[src/rtl/usb_ls_tx_pkg.sv]
// Shared types for the low-speed USB packet transmitter.
// Assumes pair symbols are written as {dp, dm}.
package usb_ls_tx_pkg;

    typedef enum logic [2:0] {
        ST_IDLE,
        ST_ARM,
        ST_BITS,
        ST_EOP,
        ST_JEND
    } tx_state_e;

    localparam logic [1:0] SYM_J   = 2'b01;
    localparam logic [1:0] SYM_K   = 2'b10;
    localparam logic [1:0] SYM_SE0 = 2'b00;

endpackage

[src/rtl/usb_tx_bit_timer.sv]
// Bit-slot timer: while run_i is high it divides the clock by CLKS_PER_BIT
// and pulses strobe_o in the first clock of every bit slot.
// Assumes run_i rises exactly at the start of the first slot.
module usb_tx_bit_timer #(
    parameter int CLKS_PER_BIT = 8
) (
    input  logic clk,
    input  logic rst_n,
    input  logic run_i,
    output logic strobe_o
);
    localparam int TW = (CLKS_PER_BIT > 1) ? $clog2(CLKS_PER_BIT) : 1;
    localparam logic [TW-1:0] LAST = TW'(CLKS_PER_BIT - 1);

    logic [TW-1:0] tick_q;

    // Count clocks inside the current bit slot.
    always_ff @(posedge clk) begin
        if (!rst_n || !run_i) begin
            tick_q <= '0;
        end else if (tick_q == LAST) begin
            tick_q <= '0;
        end else begin
            tick_q <= tick_q + 1'b1;
        end
    end

    assign strobe_o = run_i && (tick_q == '0);

endmodule

[src/rtl/usb_tx_byte_feeder.sv]
// One-byte-ahead fetch stage. After load_i it requests data bytes 0..count-1
// from an outside source, one at a time, and holds the next byte for the
// serialiser until take_i pops it.
// Assumes the source answers a request in the cycle after fetch_req_o.
module usb_tx_byte_feeder #(
    parameter int CNT_W  = 8,
    parameter int BYTE_W = 8
) (
    input  logic              clk,
    input  logic              rst_n,
    input  logic              load_i,
    input  logic [CNT_W-1:0]  count_i,
    input  logic              active_i,
    input  logic              take_i,
    output logic              fetch_req_o,
    output logic [CNT_W-1:0]  fetch_idx_o,
    input  logic [BYTE_W-1:0] fetch_data_i,
    output logic              nxt_valid_o,
    output logic [BYTE_W-1:0] nxt_byte_o
);
    logic [CNT_W-1:0]  remain_q;
    logic [CNT_W-1:0]  idx_q;
    logic              req_q;
    logic              cap_q;
    logic              valid_q;
    logic [BYTE_W-1:0] hold_q;

    // Issue requests, capture answers and track the holding register.
    always_ff @(posedge clk) begin
        if (!rst_n) begin
            remain_q <= '0;
            idx_q    <= '0;
            req_q    <= 1'b0;
            cap_q    <= 1'b0;
            valid_q  <= 1'b0;
            hold_q   <= '0;
        end else if (load_i) begin
            remain_q <= count_i;
            idx_q    <= '0;
            req_q    <= 1'b0;
            cap_q    <= 1'b0;
            valid_q  <= 1'b0;
        end else begin
            req_q <= active_i && !valid_q && !req_q && !cap_q && (remain_q != '0);
            cap_q <= req_q;
            if (take_i) begin
                valid_q <= 1'b0;
            end
            if (cap_q) begin
                hold_q   <= fetch_data_i;
                valid_q  <= 1'b1;
                idx_q    <= idx_q + 1'b1;
                remain_q <= remain_q - 1'b1;
            end
        end
    end

    assign fetch_req_o = req_q;
    assign fetch_idx_o = idx_q;
    assign nxt_valid_o = valid_q;
    assign nxt_byte_o  = hold_q;

endmodule

[src/rtl/usb_tx_nrzi_stuffer.sv]
// Serialiser with NRZI coding and bit stuffing. On each strobe_i it either
// inserts a stuffed toggle (after STUFF_RUN ones), sends the next data bit
// (LSB first), or, with no data left, reports the end of the bit stream.
// Assumes init_i comes at least one cycle before the first strobe_i.
module usb_tx_nrzi_stuffer #(
    parameter int BYTE_W    = 8,
    parameter int STUFF_RUN = 6
) (
    input  logic              clk,
    input  logic              rst_n,
    input  logic              init_i,
    input  logic              strobe_i,
    input  logic              nxt_valid_i,
    input  logic [BYTE_W-1:0] nxt_byte_i,
    output logic              take_o,
    output logic              end_o,
    output logic              line_k_o
);
    localparam int BW = (BYTE_W > 1) ? $clog2(BYTE_W) : 1;
    localparam int OW = $clog2(STUFF_RUN + 1);
    localparam logic [BW-1:0] LAST_BIT = BW'(BYTE_W - 1);
    localparam logic [OW-1:0] RUN_MAX  = OW'(STUFF_RUN);
    localparam logic [BYTE_W-1:0] SYNC_PAT = BYTE_W'(1) << (BYTE_W - 1);

    logic [BYTE_W-1:0] sh_q;
    logic [BW-1:0]     bit_q;
    logic [OW-1:0]     ones_q;
    logic              have_q;
    logic              line_q;
    logic              stuff_now;
    logic              send_now;

    assign stuff_now = strobe_i && (ones_q == RUN_MAX);
    assign send_now  = strobe_i && (ones_q != RUN_MAX) && have_q;
    assign end_o     = strobe_i && (ones_q != RUN_MAX) && !have_q;
    assign take_o    = send_now && (bit_q == LAST_BIT) && nxt_valid_i;
    assign line_k_o  = line_q;

    // Advance line state, ones run and data position once per bit slot.
    always_ff @(posedge clk) begin
        if (!rst_n) begin
            sh_q   <= '0;
            bit_q  <= '0;
            ones_q <= '0;
            have_q <= 1'b0;
            line_q <= 1'b0;
        end else if (init_i) begin
            sh_q   <= SYNC_PAT;
            bit_q  <= '0;
            ones_q <= '0;
            have_q <= 1'b1;
            line_q <= 1'b0;
        end else if (stuff_now) begin
            line_q <= ~line_q;
            ones_q <= '0;
        end else if (send_now) begin
            if (sh_q[0]) begin
                ones_q <= ones_q + 1'b1;
            end else begin
                line_q <= ~line_q;
                ones_q <= '0;
            end
            if (bit_q == LAST_BIT) begin
                bit_q <= '0;
                if (nxt_valid_i) begin
                    sh_q <= nxt_byte_i;
                end else begin
                    have_q <= 1'b0;
                end
            end else begin
                bit_q <= bit_q + 1'b1;
                sh_q  <= sh_q >> 1;
            end
        end
    end

endmodule

[src/rtl/usb_ls_nrzi_tx.sv]
// Low-speed USB packet transmitter top. Sequences preamble J, NRZI bit
// stream, two-bit SE0, one-bit J and release; drives the pair and enable.
// Assumes clk runs at CLKS_PER_BIT times the bit rate and the byte source
// answers each fetch request in the following cycle.
module usb_ls_nrzi_tx
    import usb_ls_tx_pkg::*;
#(
    parameter int CLKS_PER_BIT = 8,
    parameter int CNT_W        = 8,
    parameter int BYTE_W       = 8,
    parameter int STUFF_RUN    = 6,
    parameter int SE0_BITS     = 2
) (
    input  logic              clk,
    input  logic              rst_n,
    input  logic              start_i,
    input  logic [CNT_W-1:0]  byte_cnt_i,
    output logic              fetch_req_o,
    output logic [CNT_W-1:0]  fetch_idx_o,
    input  logic [BYTE_W-1:0] fetch_data_i,
    output logic              dp_o,
    output logic              dm_o,
    output logic              oe_o,
    output logic              busy_o,
    output logic              done_o
);
    localparam int SW = $clog2(SE0_BITS + 1);
    localparam logic [SW-1:0] SE0_LAST = SW'(SE0_BITS - 1);
    localparam logic [CNT_W-1:0] ONE = CNT_W'(1);

    tx_state_e         state_q;
    logic [SW-1:0]     se0_q;
    logic              done_q;
    logic              accept;
    logic              run_w;
    logic              strobe_w;
    logic              take_w;
    logic              end_w;
    logic              line_k_w;
    logic              nxt_valid_w;
    logic [BYTE_W-1:0] nxt_byte_w;
    logic [1:0]        sym_w;

    assign accept = (state_q == ST_IDLE) && start_i && (byte_cnt_i != '0);
    assign run_w  = (state_q == ST_BITS) || (state_q == ST_EOP) || (state_q == ST_JEND);

    usb_tx_bit_timer #(
        .CLKS_PER_BIT(CLKS_PER_BIT)
    ) u_timer (
        .clk     (clk),
        .rst_n   (rst_n),
        .run_i   (run_w),
        .strobe_o(strobe_w)
    );

    usb_tx_byte_feeder #(
        .CNT_W (CNT_W),
        .BYTE_W(BYTE_W)
    ) u_feeder (
        .clk         (clk),
        .rst_n       (rst_n),
        .load_i      (accept),
        .count_i     (byte_cnt_i - ONE),
        .active_i    ((state_q == ST_ARM) || (state_q == ST_BITS)),
        .take_i      (take_w),
        .fetch_req_o (fetch_req_o),
        .fetch_idx_o (fetch_idx_o),
        .fetch_data_i(fetch_data_i),
        .nxt_valid_o (nxt_valid_w),
        .nxt_byte_o  (nxt_byte_w)
    );

    usb_tx_nrzi_stuffer #(
        .BYTE_W   (BYTE_W),
        .STUFF_RUN(STUFF_RUN)
    ) u_stuffer (
        .clk        (clk),
        .rst_n      (rst_n),
        .init_i     (state_q == ST_ARM),
        .strobe_i   (strobe_w && (state_q == ST_BITS)),
        .nxt_valid_i(nxt_valid_w),
        .nxt_byte_i (nxt_byte_w),
        .take_o     (take_w),
        .end_o      (end_w),
        .line_k_o   (line_k_w)
    );

    // Packet sequencer: preamble, bits, SE0 bit slots, final J, release.
    always_ff @(posedge clk) begin
        if (!rst_n) begin
            state_q <= ST_IDLE;
            se0_q   <= '0;
            done_q  <= 1'b0;
        end else begin
            done_q <= 1'b0;
            unique case (state_q)
                ST_IDLE: if (accept) state_q <= ST_ARM;
                ST_ARM:  state_q <= ST_BITS;
                ST_BITS: begin
                    if (end_w) begin
                        state_q <= ST_EOP;
                        se0_q   <= '0;
                    end
                end
                ST_EOP: begin
                    if (strobe_w) begin
                        if (se0_q == SE0_LAST) state_q <= ST_JEND;
                        else                   se0_q   <= se0_q + 1'b1;
                    end
                end
                ST_JEND: begin
                    if (strobe_w) begin
                        state_q <= ST_IDLE;
                        done_q  <= 1'b1;
                    end
                end
                default: state_q <= ST_IDLE;
            endcase
        end
    end

    // Map sequencer state and line state to the pair symbol.
    always_comb begin
        unique case (state_q)
            ST_ARM, ST_JEND: sym_w = SYM_J;
            ST_BITS:         sym_w = line_k_w ? SYM_K : SYM_J;
            default:         sym_w = SYM_SE0;
        endcase
    end

    assign dp_o   = sym_w[1];
    assign dm_o   = sym_w[0];
    assign oe_o   = (state_q == ST_BITS) || (state_q == ST_EOP) || (state_q == ST_JEND);
    assign busy_o = (state_q != ST_IDLE);
    assign done_o = done_q;

endmodule

[config.mk]
export PLATFORM = sky130hd
export DESIGN_NAME = usb_ls_nrzi_tx
export DESIGN_NICKNAME = d
export VERILOG_FILES = /design/src/rtl/usb_ls_tx_pkg.sv /design/src/rtl/usb_tx_bit_timer.sv /design/src/rtl/usb_tx_byte_feeder.sv /design/src/rtl/usb_tx_nrzi_stuffer.sv /design/src/rtl/usb_ls_nrzi_tx.sv
export SDC_FILE = /design/constraint.sdc
export NUM_CORES = 1
export LEC_CHECK = 0
export BUFFER_PORTS_ARGS = -buffer_cell sky130_fd_sc_hd__buf_2
export CORE_ASPECT_RATIO = 2
export CORE_UTILIZATION = 30
export CTS_CLUSTER_SIZE = 30
export DETAILED_ROUTE_END_ITERATION = 10
export GPL_TIMING_DRIVEN = 0
export HOLD_SLACK_MARGIN = 0.02
export PLACE_DENSITY = 0.56
export RECOVER_POWER = 25
export SYNTH_ARGS = -nofsm -noshare
export SYNTH_HDL_FRONTEND = slang
export SYNTH_SLANG_ARGS = --single-unit
[constraint.sdc]
create_clock -name clk -period 7.8 [get_ports clk]
set_input_delay 1.17 -clock clk [delete_from_list [all_inputs] [get_ports clk]]
set_output_delay 1.17 -clock clk [all_outputs]
set_load 0.03 [all_outputs]
==> impl_metrics.json, run 1 <==
{
  "cts_resized": 0,
  "worst_pin_slew_ns": 0.601,
  "synth_top_area_share_pct": 39.0,
  "ctsHoldBuffers": 0,
  "leakagePower_nw": 1.22,
  "path_clk_slew_ns": 0.07,
  "synth_area_leaders": "dfxtp_1, mux2i_1, nor2_1",
  "io_buffers": 31,
  "maxSlewViolCount": 0,
  "cp_slowest_stage_delay_ns": 0.46,
  "path_class": "in2reg",
  "end_kind": "flip-flop",
  "placed_area_sq_um": 2950,
  "ys_seq_elements": 52,
  "hpwl_um": 4730,
  "syn_to_final_growth_pct": 16.2,
  "ioPinCount": 33,
  "gp_congestion": 0.839,
  "synth_top_cell_by_area": "dfxtp_1",
  "drt-pass1-iter-count": 4,
  "layout_min_cycle_time_ns": 3.37,
  "setup_viol": 0,
  "start_util_pct": 30.8,
  "via_per_inst": 5.00,
  "syn-num-nets": 320,
  "fin_util_pct": 35.9,
  "drv_cap": 0,
  "setup_tns_ns": 0,
  "syn_inst": 291,
  "wire_per_inst_um": 14.1,
  "antenna_found_initial": 0,
  "drc_errors": 0,
  "critPathRequiredTime_ns": 7.98,
  "vdd_drop_max_mv": 0.126,
  "grt.overflow.total": 0,
  "h-tree-depth": 2,
  "finClkSkew_ns": 0.00729,
  "chipWidth_um": 68.7,
  "synth_area_sq_um": 2670,
  "ys_types": 55,
  "max_clock_freq_mhz": 297,
  "cts_tree": "built",
  "ant_nets": 0,
  "nNetsFinal": 358,
  "setup_ws_ns": 4.43,
  "ys_warn_count": 0,
  "die_h_um": 135,
  "relSlewSlack_pct": 59.8,
  "synth_ff_type": "dfxtp_1",
  "grt_pass1_vias": 2250,
  "pre_cts_ws_ns": 4.15,
  "startpoint_type": "input port",
  "clock-root-buffer": "clkbuf_16",
  "seq_area_frac_synth_pct": 39.0,
  "clock_latency_ns": 0.29,
  "drt_iter0_markers": 56,
  "reg2reg_depth": 12,
  "routed_wl_um": 6080,
  "syn_area_per_cell_sq_um": 9.17,
  "dr_total_vias": 2152,
  "critPathMostFrequentCell": "buf_6",
  "outcome": "finished clean",
  "layout.area.seq_sq_um": 1040,
  "grt_max_degree": 18,
  "rsz0062_at_grt": "false",
  "cts_buffers": 5,
  "cp.arrival_ns": 3.55,
  "clockBufferDepth": 2,
  "grt_util_all_layers_pct": 14.5,
  "multi_input_area_sq_um": 1480,
  "synth_edf_count": 0,
  "fillers": 932,
  "layout-drive-gt1-share_pct": 16.1,
  "async_flop_share_pct": 0,
  "rows": 48,
  "cts_setup_buffers": 0,
  "holdPathStages": 2,
  "n_antenna_cell": 0,
  "stdcell_area_sq_um": 3100,
  "critPathSlowestCell": "or4b_4",
  "cp_max_fo": 10,
  "power_density_nw_per_um2": 246,
  "cts.sink_count": 52,
  "dieArea_sq_um": 9300,
  "core-area_sq_um": 8650,
  "hp-class": "reg2reg",
  "hold_viol_final": 0,
  "fin_crit_sh_pct": 43.2,
  "crit_chain": "buf_2, or4b_4, buf_6, a31oi_4, buf_6, mux2i_1, ha_1, nand2_1, nor3_1, o21ai_0, xnor2_1, o211a_1",
  "grt_pass1_wl_um": 10100
}
-- layout make-up --
class                   instances  share of cell area [%]
flip-flops and latches         52                    33.6
multi-input cells             214                    47.8
well taps                     100                    4.04
inverters                       8                   0.969
repair buffers                 31                    4.84
clock inverters                 3                    1.49
clock buffers                   5                    4.04
plain buffers                  17                    3.27
-- critical path, delay by kind of cell --
family | cells | cell delay (ns)
XOR/XNOR | 1 | 0.15
buffers and inverters | 3 | 0.44
AND/OR/NAND/NOR | 3 | 0.75
multiplexers | 1 | 0.21
AO/OA/AOI/OAI | 3 | 0.56
adder cells (fa/ha/maj) | 1 | 0.28
-- layer usage --
| metal | share of wire, % | track usage (%) | vias to the layer above |
|---|---|---|---|
| li1 | - | - | 1099 |
| met1 | 39 | 14.7 | 996 |
| met2 | 55 | 26.5 | 41 |
| met3 | 2.2 | 1.85 | 16 |
| met4 | 3.7 | 8.45 | 0 |
| met5 | 0 | 0 | - |
-- worst paths after layout --
kind	from	end	slack, ns
worst max-delay path	start_i	u_feeder.remain_q[6]	4.43
worst min register to register	u_stuffer.sh_q[7]	u_stuffer.sh_q[7]	0.48
worst min-delay path	u_stuffer.sh_q[7]	u_stuffer.sh_q[7]	0.48
worst max register to register	state_q[2]	u_feeder.remain_q[6]	4.86
-- registers in the layout (all words and copies together) (netlist names) --
register              flops
u_timer.tick_q            3
done_o                    1
u_feeder.fetch_idx_o      8
u_stuffer.sh_q            8
u_stuffer.have_q          1
u_stuffer.line_k_o        1
u_feeder.nxt_valid_o      1
u_feeder.fetch_req_o      1
u_stuffer.bit_q           3
state_q                   3
u_feeder.remain_q         8
u_feeder.cap_q            1
u_feeder.nxt_byte_o       8
u_stuffer.ones_q          3
se0_q                     2
-- power by group --
group | internal (mW) | switching [mW]
logic | 0.0828 | 0.117
registers | 0.286 | 0.0202
clock network | 0.153 | 0.104
-- Yosys cell counts (all sizes together) (3+ instances only) --
| library cell | n |
|---|---|
| dfxtp | 52 |
| and2 | 4 |
| mux2i | 19 |
| a211oi | 11 |
| nor4b | 3 |
| ha | 10 |
| xor2 | 10 |
| a21oi | 8 |
| clkbuf | 10 |
| o21ai | 13 |
| nor2b | 4 |
| or3 | 4 |
| nand2 | 16 |
| xnor2 | 11 |
| inv | 8 |
| nand2b | 8 |
| nand3 | 4 |
| nor3 | 6 |
| nor2 | 48 |
| buf | 7 |
| a22oi | 3 |
-- layout by cell type (no fill, tap or decap), types with 11 or more instances in the layout --
cell type	n
mux2i_1	19
nor2_1	47
buf_2	27
nand2_1	15
xnor2_1	11
o21ai_0	13
dfxtp_1	52
clkbuf_1	15
-- metrics by stage --
step	total power [mW]	hold slack (ns)	std cells
finish	0.764	0.484	430
CTS	0.772	0.483	430
global route	0.805	0.492	430
global placement	0.513	0.469	422
detailed placement	0.515	0.473	422
floorplan	0.462	0.449	291
-- kinds of logic (layout without fill, tap and decap cells) --
group | Yosys count | after routing | share of synthesized area [%]
flops | 52 | 52 | 39.0
fa+ha+maj | 10 | 10 | 4.69
buf+inv | 25 | 64 | 5.21
compound gates | 57 | 57 | 16.2
xor+xnor | 21 | 21 | 6.89
simple gates | 107 | 107 | 20.8
mux | 19 | 19 | 7.13
No activity file was read; power rests on OpenSTA's default activity.
==> inputs of run 2 (changes only) <==
Settings changed: ABC_AREA set to 1.
Clock period 7.8 ns to 3.48 ns, I/O delays scaled along.
==> run 2 against run 1 <==
Compared with the run above: total power grew to 2.7 times the previous value; cell count rose by 16%; critical path depth rose by 3; clock-buffer cell count is the same; combinational power rose to 4.2 times the previous value; largest cell class unchanged; clock skew decreased by 0.0022 ns; core utilization up 0.20 points; sequential share of layout area increased by 1.0 points; sequential cell count stayed put; die area is 1.7% lower; global-route usage down 0.076 points; synthesized cell count rose by 23%.
==> impl_metrics.json, run 2 <==
{
  "gp_congestion": 0.758,
  "cts_setup_buffers": 0,
  "outcome": "finished clean",
  "ys_types": 41,
  "setup_tns_ns": 0,
  "cp_max_fo": 7,
  "grtUsageMet2_pct": 27.8,
  "hp-class": "reg2reg",
  "chipWidth_um": 68.1,
  "ant_nets": 0,
  "clockBufferDepth": 2,
  "syn_to_final_growth_pct": 14.9,
  "drv_cap": 0,
  "drc_errors": 0,
  "synth_ff_type": "dfxtp_1",
  "antenna_found_initial": 0,
  "hpwl_um": 4800,
  "final_cells": 497,
  "final_common_cell": "inv_1",
  "fin_util_pct": 36.1,
  "reg2reg_slack_ns": 0.90,
  "intPower_mw": 1.24,
  "power_density_nw_per_um2": 696,
  "setup_viol": 0,
  "ioPinCount": 33,
  "layout_min_cycle_time_ns": 2.58,
  "grt_max_degree": 18,
  "combPwrFrac_pct": 40.0,
  "hp-start": "u_timer.tick_q[0]",
  "seq_area_frac_synth_pct": 39.7,
  "maxSlewViolCount": 0,
  "routed_wl_um": 6020,
  "dieArea_sq_um": 9130,
  "synth_top_cell_by_area": "dfxtp_1",
  "critical_path.startpoint": "state_q[2]",
  "hold_viol_final": 0,
  "clock_latency_ns": 0.29,
  "syn-num-nets": 388,
  "dp.cells": 489,
  "grt.overflow.total": 0,
  "dr_total_vias": 2330,
  "grt_pass1_wl_um": 9830,
  "via_per_inst": 4.69,
  "end_kind": "flip-flop",
  "ys_seq_elements": 52,
  "cts_resized": 0,
  "vdd_drop_max_mv": 0.262,
  "critPathSlowestCell": "nor2_1",
  "layout.area.seq_sq_um": 1040,
  "pre_cts_ws_ns": 1.22,
  "yosysMostFrequentCell": "inv_1",
  "die_h_um": 134,
  "core-area_sq_um": 8350,
  "clock-root-buffer": "clkbuf_16",
  "critPathRequiredTime_ns": 3.68,
  "holdPathStages": 1,
  "finClkSkew_ns": 0.00510,
  "crit_family": "simple AND/OR/NAND/NOR gates",
  "crit_chain": "nor2_1, nand2_4, nor2_1, nand2_4, nor2_1, nor2_2, inv_1, ha_1, nand2_1, nor2_2, nand2_1, nand3_1, nand3_1, nand2_1, inv_1",
  "rows": 47,
  "r2r_end": "u_feeder.remain_q[6]",
  "grtUsageMet3_pct": 2.64,
  "top_usage_layer": "met2",
  "cts_tree": "built",
  "min_to": "u_timer.tick_q[0]",
  "cts.sink_count": 52,
  "reg2reg_from": "state_q[2]",
  "layout-drive-gt1-share_pct": 12.5,
  "synth_area_sq_um": 2620,
  "p_sw_mw": 0.854,
  "path_buf_inv": 2,
  "rsz0062_at_grt": "false",
  "wire_per_inst_um": 12.1,
  "relSlewSlack_pct": 60.6,
  "start_util_pct": 31.4,
  "ys_warn_count": 0,
  "synth_top_area_share_pct": 39.7,
  "n_antenna_cell": 0,
  "leakagePower_nw": 1.30,
  "fin_crit_sh_pct": 74.1,
  "final_cell_mix": "inv_1, nand2_1, dfxtp_1",
  "path_clk_slew_ns": 0.07,
  "multi_input_area_sq_um": 1260,
  "h-tree-depth": 2,
  "cp.arrival_ns": 2.78,
  "syn_inst": 359,
  "nNetsFinal": 427,
  "drt_iter0_markers": 79,
  "worst_pin_slew_ns": 0.589,
  "startpoint_type": "flip-flop",
  "pwr-share-seq_pct": 36.2,
  "swShare_pct": 40.7,
  "syn_area_per_cell_sq_um": 7.30,
  "drt-pass1-iter-count": 4,
  "grt_pass1_vias": 2200,
  "io_buffers": 32,
  "use_met1_pct": 13.4,
  "grt_util_all_layers_pct": 14.4,
  "cts_buffers": 5,
  "async_flop_share_pct": 0,
  "synth_commonest_cells": "inv_1, nand2_1, dfxtp_1",
  "cp_slowest_stage_delay_ns": 0.47,
  "setup_ws_ns": 0.900,
  "synth_area_leaders": "dfxtp_1, inv_1, nand2_1",
  "fillers": 934,
  "reg2reg_depth": 15,
  "max_clock_freq_mhz": 388,
  "synth_edf_count": 0,
  "path_class": "reg2reg",
  "clock_power_share_pct": 23.8,
  "ctsHoldBuffers": 0
}
==> run 2: stage by stage <==
stage	instance area (sq um)	power [mW]	hold WS [ns]
2_1_floorplan	2620	1.43	0.417
3_3_place_gp	2900	1.63	0.429
3_5_place_dp	2900	1.64	0.450
4_1_cts	3050	2.14	0.461
5_1_grt	3010	2.25	0.483
6_report	3010	2.10	0.456
==> run 2: cells by family after synthesis <==
kind of cell	count (synthesis)	synth area share (%)
xor+xnor	3	1.00
compound gates	77	17.3
buf+inv	72	11.3
simple gates	145	25.9
fa+ha+maj	10	4.78
flops	52	39.7
==> run 2: how the worst max path moves through the flow <==
| stage | end | slack (ns) | depth (start not counted) |
|---|---|---|---|
| after floorplan | u_feeder.remain_q[6] | 1.59 | 17 |
| after global placement | u_feeder.remain_q[6] | 1.23 | 18 |
| after detailed placement | u_feeder.remain_q[6] | 1.22 | 18 |
| after CTS | oe_o | 1.40 | 5 |
| after global routing | u_feeder.remain_q[6] | 0.66 | 15 |
| final | u_feeder.remain_q[6] | 0.90 | 15 |
==> run 2: power by group through the flow <==
stage	logic, mW	clock network [mW]	registers, mW
finish	0.839	0.498	0.760
global route	0.945	0.534	0.771
CTS	0.869	0.510	0.763
detailed placement	0.867	0	0.777
global placement	0.850	0	0.776
floorplan	0.661	0	0.774
==> run 2: layout make-up <==
type	instances	area share, %
Buffer	7	1.70
Clock buffer	5	4.16
Clock inverter	3	0.748
Inverter	65	8.10
Multi-Input combinational cell	235	41.8
Sequential cell	52	34.6
Tap cell	98	4.07
Timing Repair Buffer	32	4.86
==> run 2: routing by layer <==
metal / share of wire, % / wire length (um)
met1: 37 / 2240
met2: 59 / 3530
met3: 1.9 / 116
met4: 2.2 / 133
met5: 0 / 0
==> inputs of run 3 (changes only) <==
Settings changed: PLACE_DENSITY 0.56 to 0.57.
Clock period 3.48 ns to 2.1 ns, I/O delays scaled along.
==> run 3 against run 2 <==
Compared with the run above: worst setup slack worse by 0.77 ns; worst hold slack worse by 0.18 ns; clock skew rose by 0.0012 ns; routed wire length up 0.37%; combinational power increased by 73%; die area is the same; critical path type unchanged; critical endpoint unchanged; highest routed layer unchanged.
==> impl_metrics.json, run 3 (synthesis gave the netlist of run 2 again) <==
{
  "drt_iter0_markers": 84,
  "swShare_pct": 39.7,
  "drc_errors": 0,
  "p_sw_mw": 1.45,
  "clock_power_share_pct": 25.7,
  "cp.arrival_ns": 2.21,
  "clock-root-buffer": "clkbuf_16",
  "final_cells": 497,
  "drv_cap": 0,
  "drt-pass1-iter-count": 4,
  "nNetsFinal": 427,
  "cts.sink_count": 52,
  "end_kind": "flip-flop",
  "n_antenna_cell": 0,
  "critPathRequiredTime_ns": 2.35,
  "cts_tree": "built",
  "chipWidth_um": 68.1,
  "final_common_cell": "inv_1",
  "grt_pass1_vias": 2259,
  "hp-class": "in2reg",
  "hold_viol_final": 0,
  "clock_latency_ns": 0.29,
  "path_class": "reg2reg",
  "pwr-share-seq_pct": 34.7,
  "grt.overflow.total": 0,
  "path_clk_slew_ns": 0.07,
  "final_cell_mix": "inv_1, nand2_1, dfxtp_1",
  "cp_max_fo": 7,
  "io_buffers": 32,
  "path_buf_inv": 3,
  "cts_buffers": 5,
  "pre_cts_ws_ns": 0.0205,
  "combPwrFrac_pct": 39.6,
  "relSlewSlack_pct": 67.2,
  "crit_family": "simple AND/OR/NAND/NOR gates",
  "antenna_found_initial": 0,
  "layout-drive-gt1-share_pct": 14.0,
  "setup_ws_ns": 0.133,
  "outcome": "finished clean",
  "gp_congestion": 0.763,
  "grt_pass1_wl_um": 9830,
  "worst_pin_slew_ns": 0.492,
  "fin_crit_sh_pct": 93.7,
  "crit_chain": "nor2_4, nand2_4, nor2_8, nand2_4, nand2_1, inv_1, nor2_2, inv_1, ha_1, nand2_2, nor2_4, nand2_1, nand3_1, nand3_1, nand2_1, inv_1",
  "dp.cells": 489,
  "start_util_pct": 31.4,
  "ioPinCount": 33,
  "finClkSkew_ns": 0.00626,
  "hpwl_um": 4780,
  "rows": 47,
  "via_per_inst": 4.70,
  "cts_resized": 0,
  "core-area_sq_um": 8350,
  "rsz0062_at_grt": "true",
  "h-tree-depth": 2,
  "grt_max_degree": 18,
  "syn_to_final_growth_pct": 17.4,
  "setup_viol": 0,
  "ctsHoldBuffers": 0,
  "cp_slowest_stage_delay_ns": 0.35,
  "reg2reg_slack_ns": 0.13,
  "maxSlewViolCount": 0,
  "die_h_um": 134,
  "vdd_drop_max_mv": 0.421,
  "clockBufferDepth": 2,
  "ant_nets": 0,
  "routed_wl_um": 6040,
  "dieArea_sq_um": 9130,
  "intPower_mw": 2.21,
  "critPathSlowestCell": "dfxtp_1",
  "dr_total_vias": 2335,
  "power_density_nw_per_um2": 1190,
  "wire_per_inst_um": 12.2,
  "layout_min_cycle_time_ns": 1.97,
  "cts_setup_buffers": 0,
  "max_clock_freq_mhz": 508,
  "setup_tns_ns": 0,
  "grt_util_all_layers_pct": 14.4,
  "leakagePower_nw": 1.33,
  "startpoint_type": "flip-flop"
}
-- run 3: cell count changes in the layout (fill, tap and decap cells not counted), sizes merged --
cell,delta
inv,-1
bufinv,+1
-- run 3: final timing paths --
kind / endpoint / cells past startpoint / start
max: u_feeder.remain_q[6] / 16 / state_q[0]
min: u_feeder.nxt_byte_o[7] / 3 / fetch_data_i[7]
max reg2reg: u_feeder.remain_q[6] / 16 / state_q[0]
min reg2reg: u_timer.tick_q[0] / 1 / u_timer.tick_q[0]
-- run 3: metrics by stage --
stage	hold WS (ns)	power (mW)	util, %	area, sq um
floorplan	0.417	2.38	-	2620
global placement	0.428	2.69	34.8	2900
detailed placement	0.443	2.72	34.8	2900
CTS	0.267	3.68	36.8	3080
global route	0.299	3.93	36.8	3080
finish	0.274	3.66	36.8	3080
-- run 3: cell type report --
class | instances | area, sq um
fill | 913 | 5270
multi-input combinational | 235 | 1300
tap | 98 | 123
buffer | 7 | 51.3
inverter | 65 | 244
clock buffer | 5 | 125
clock inverter | 3 | 47.5
sequential | 52 | 1040
timing repair buffer | 32 | 146
-- run 3: routing by layer --
metal,up-vias,global-route usage [%],share of wire (%)
met1,1071,12.7,37
met3,7,2.55,1.8
met5,-,0,0
met2,24,28.5,59
met4,0,7.18,2.2
li1,1233,-,-
-- run 3: tightest hold or removal path, cell delays in order --
cell and delay (ns):
buf_2 0.07, o21ai_0 0.07, nor2_1 0.08
-- run 3: power groups by stage --
stage | logic (mW) | registers (mW) | clock network (mW)
2_1_floorplan | 1.09 | 1.28 | 0
3_3_place_gp | 1.40 | 1.29 | 0
3_5_place_dp | 1.43 | 1.29 | 0
4_1_cts | 1.44 | 1.27 | 0.971
5_1_grt | 1.63 | 1.29 | 1.01
6_report | 1.45 | 1.27 | 0.939
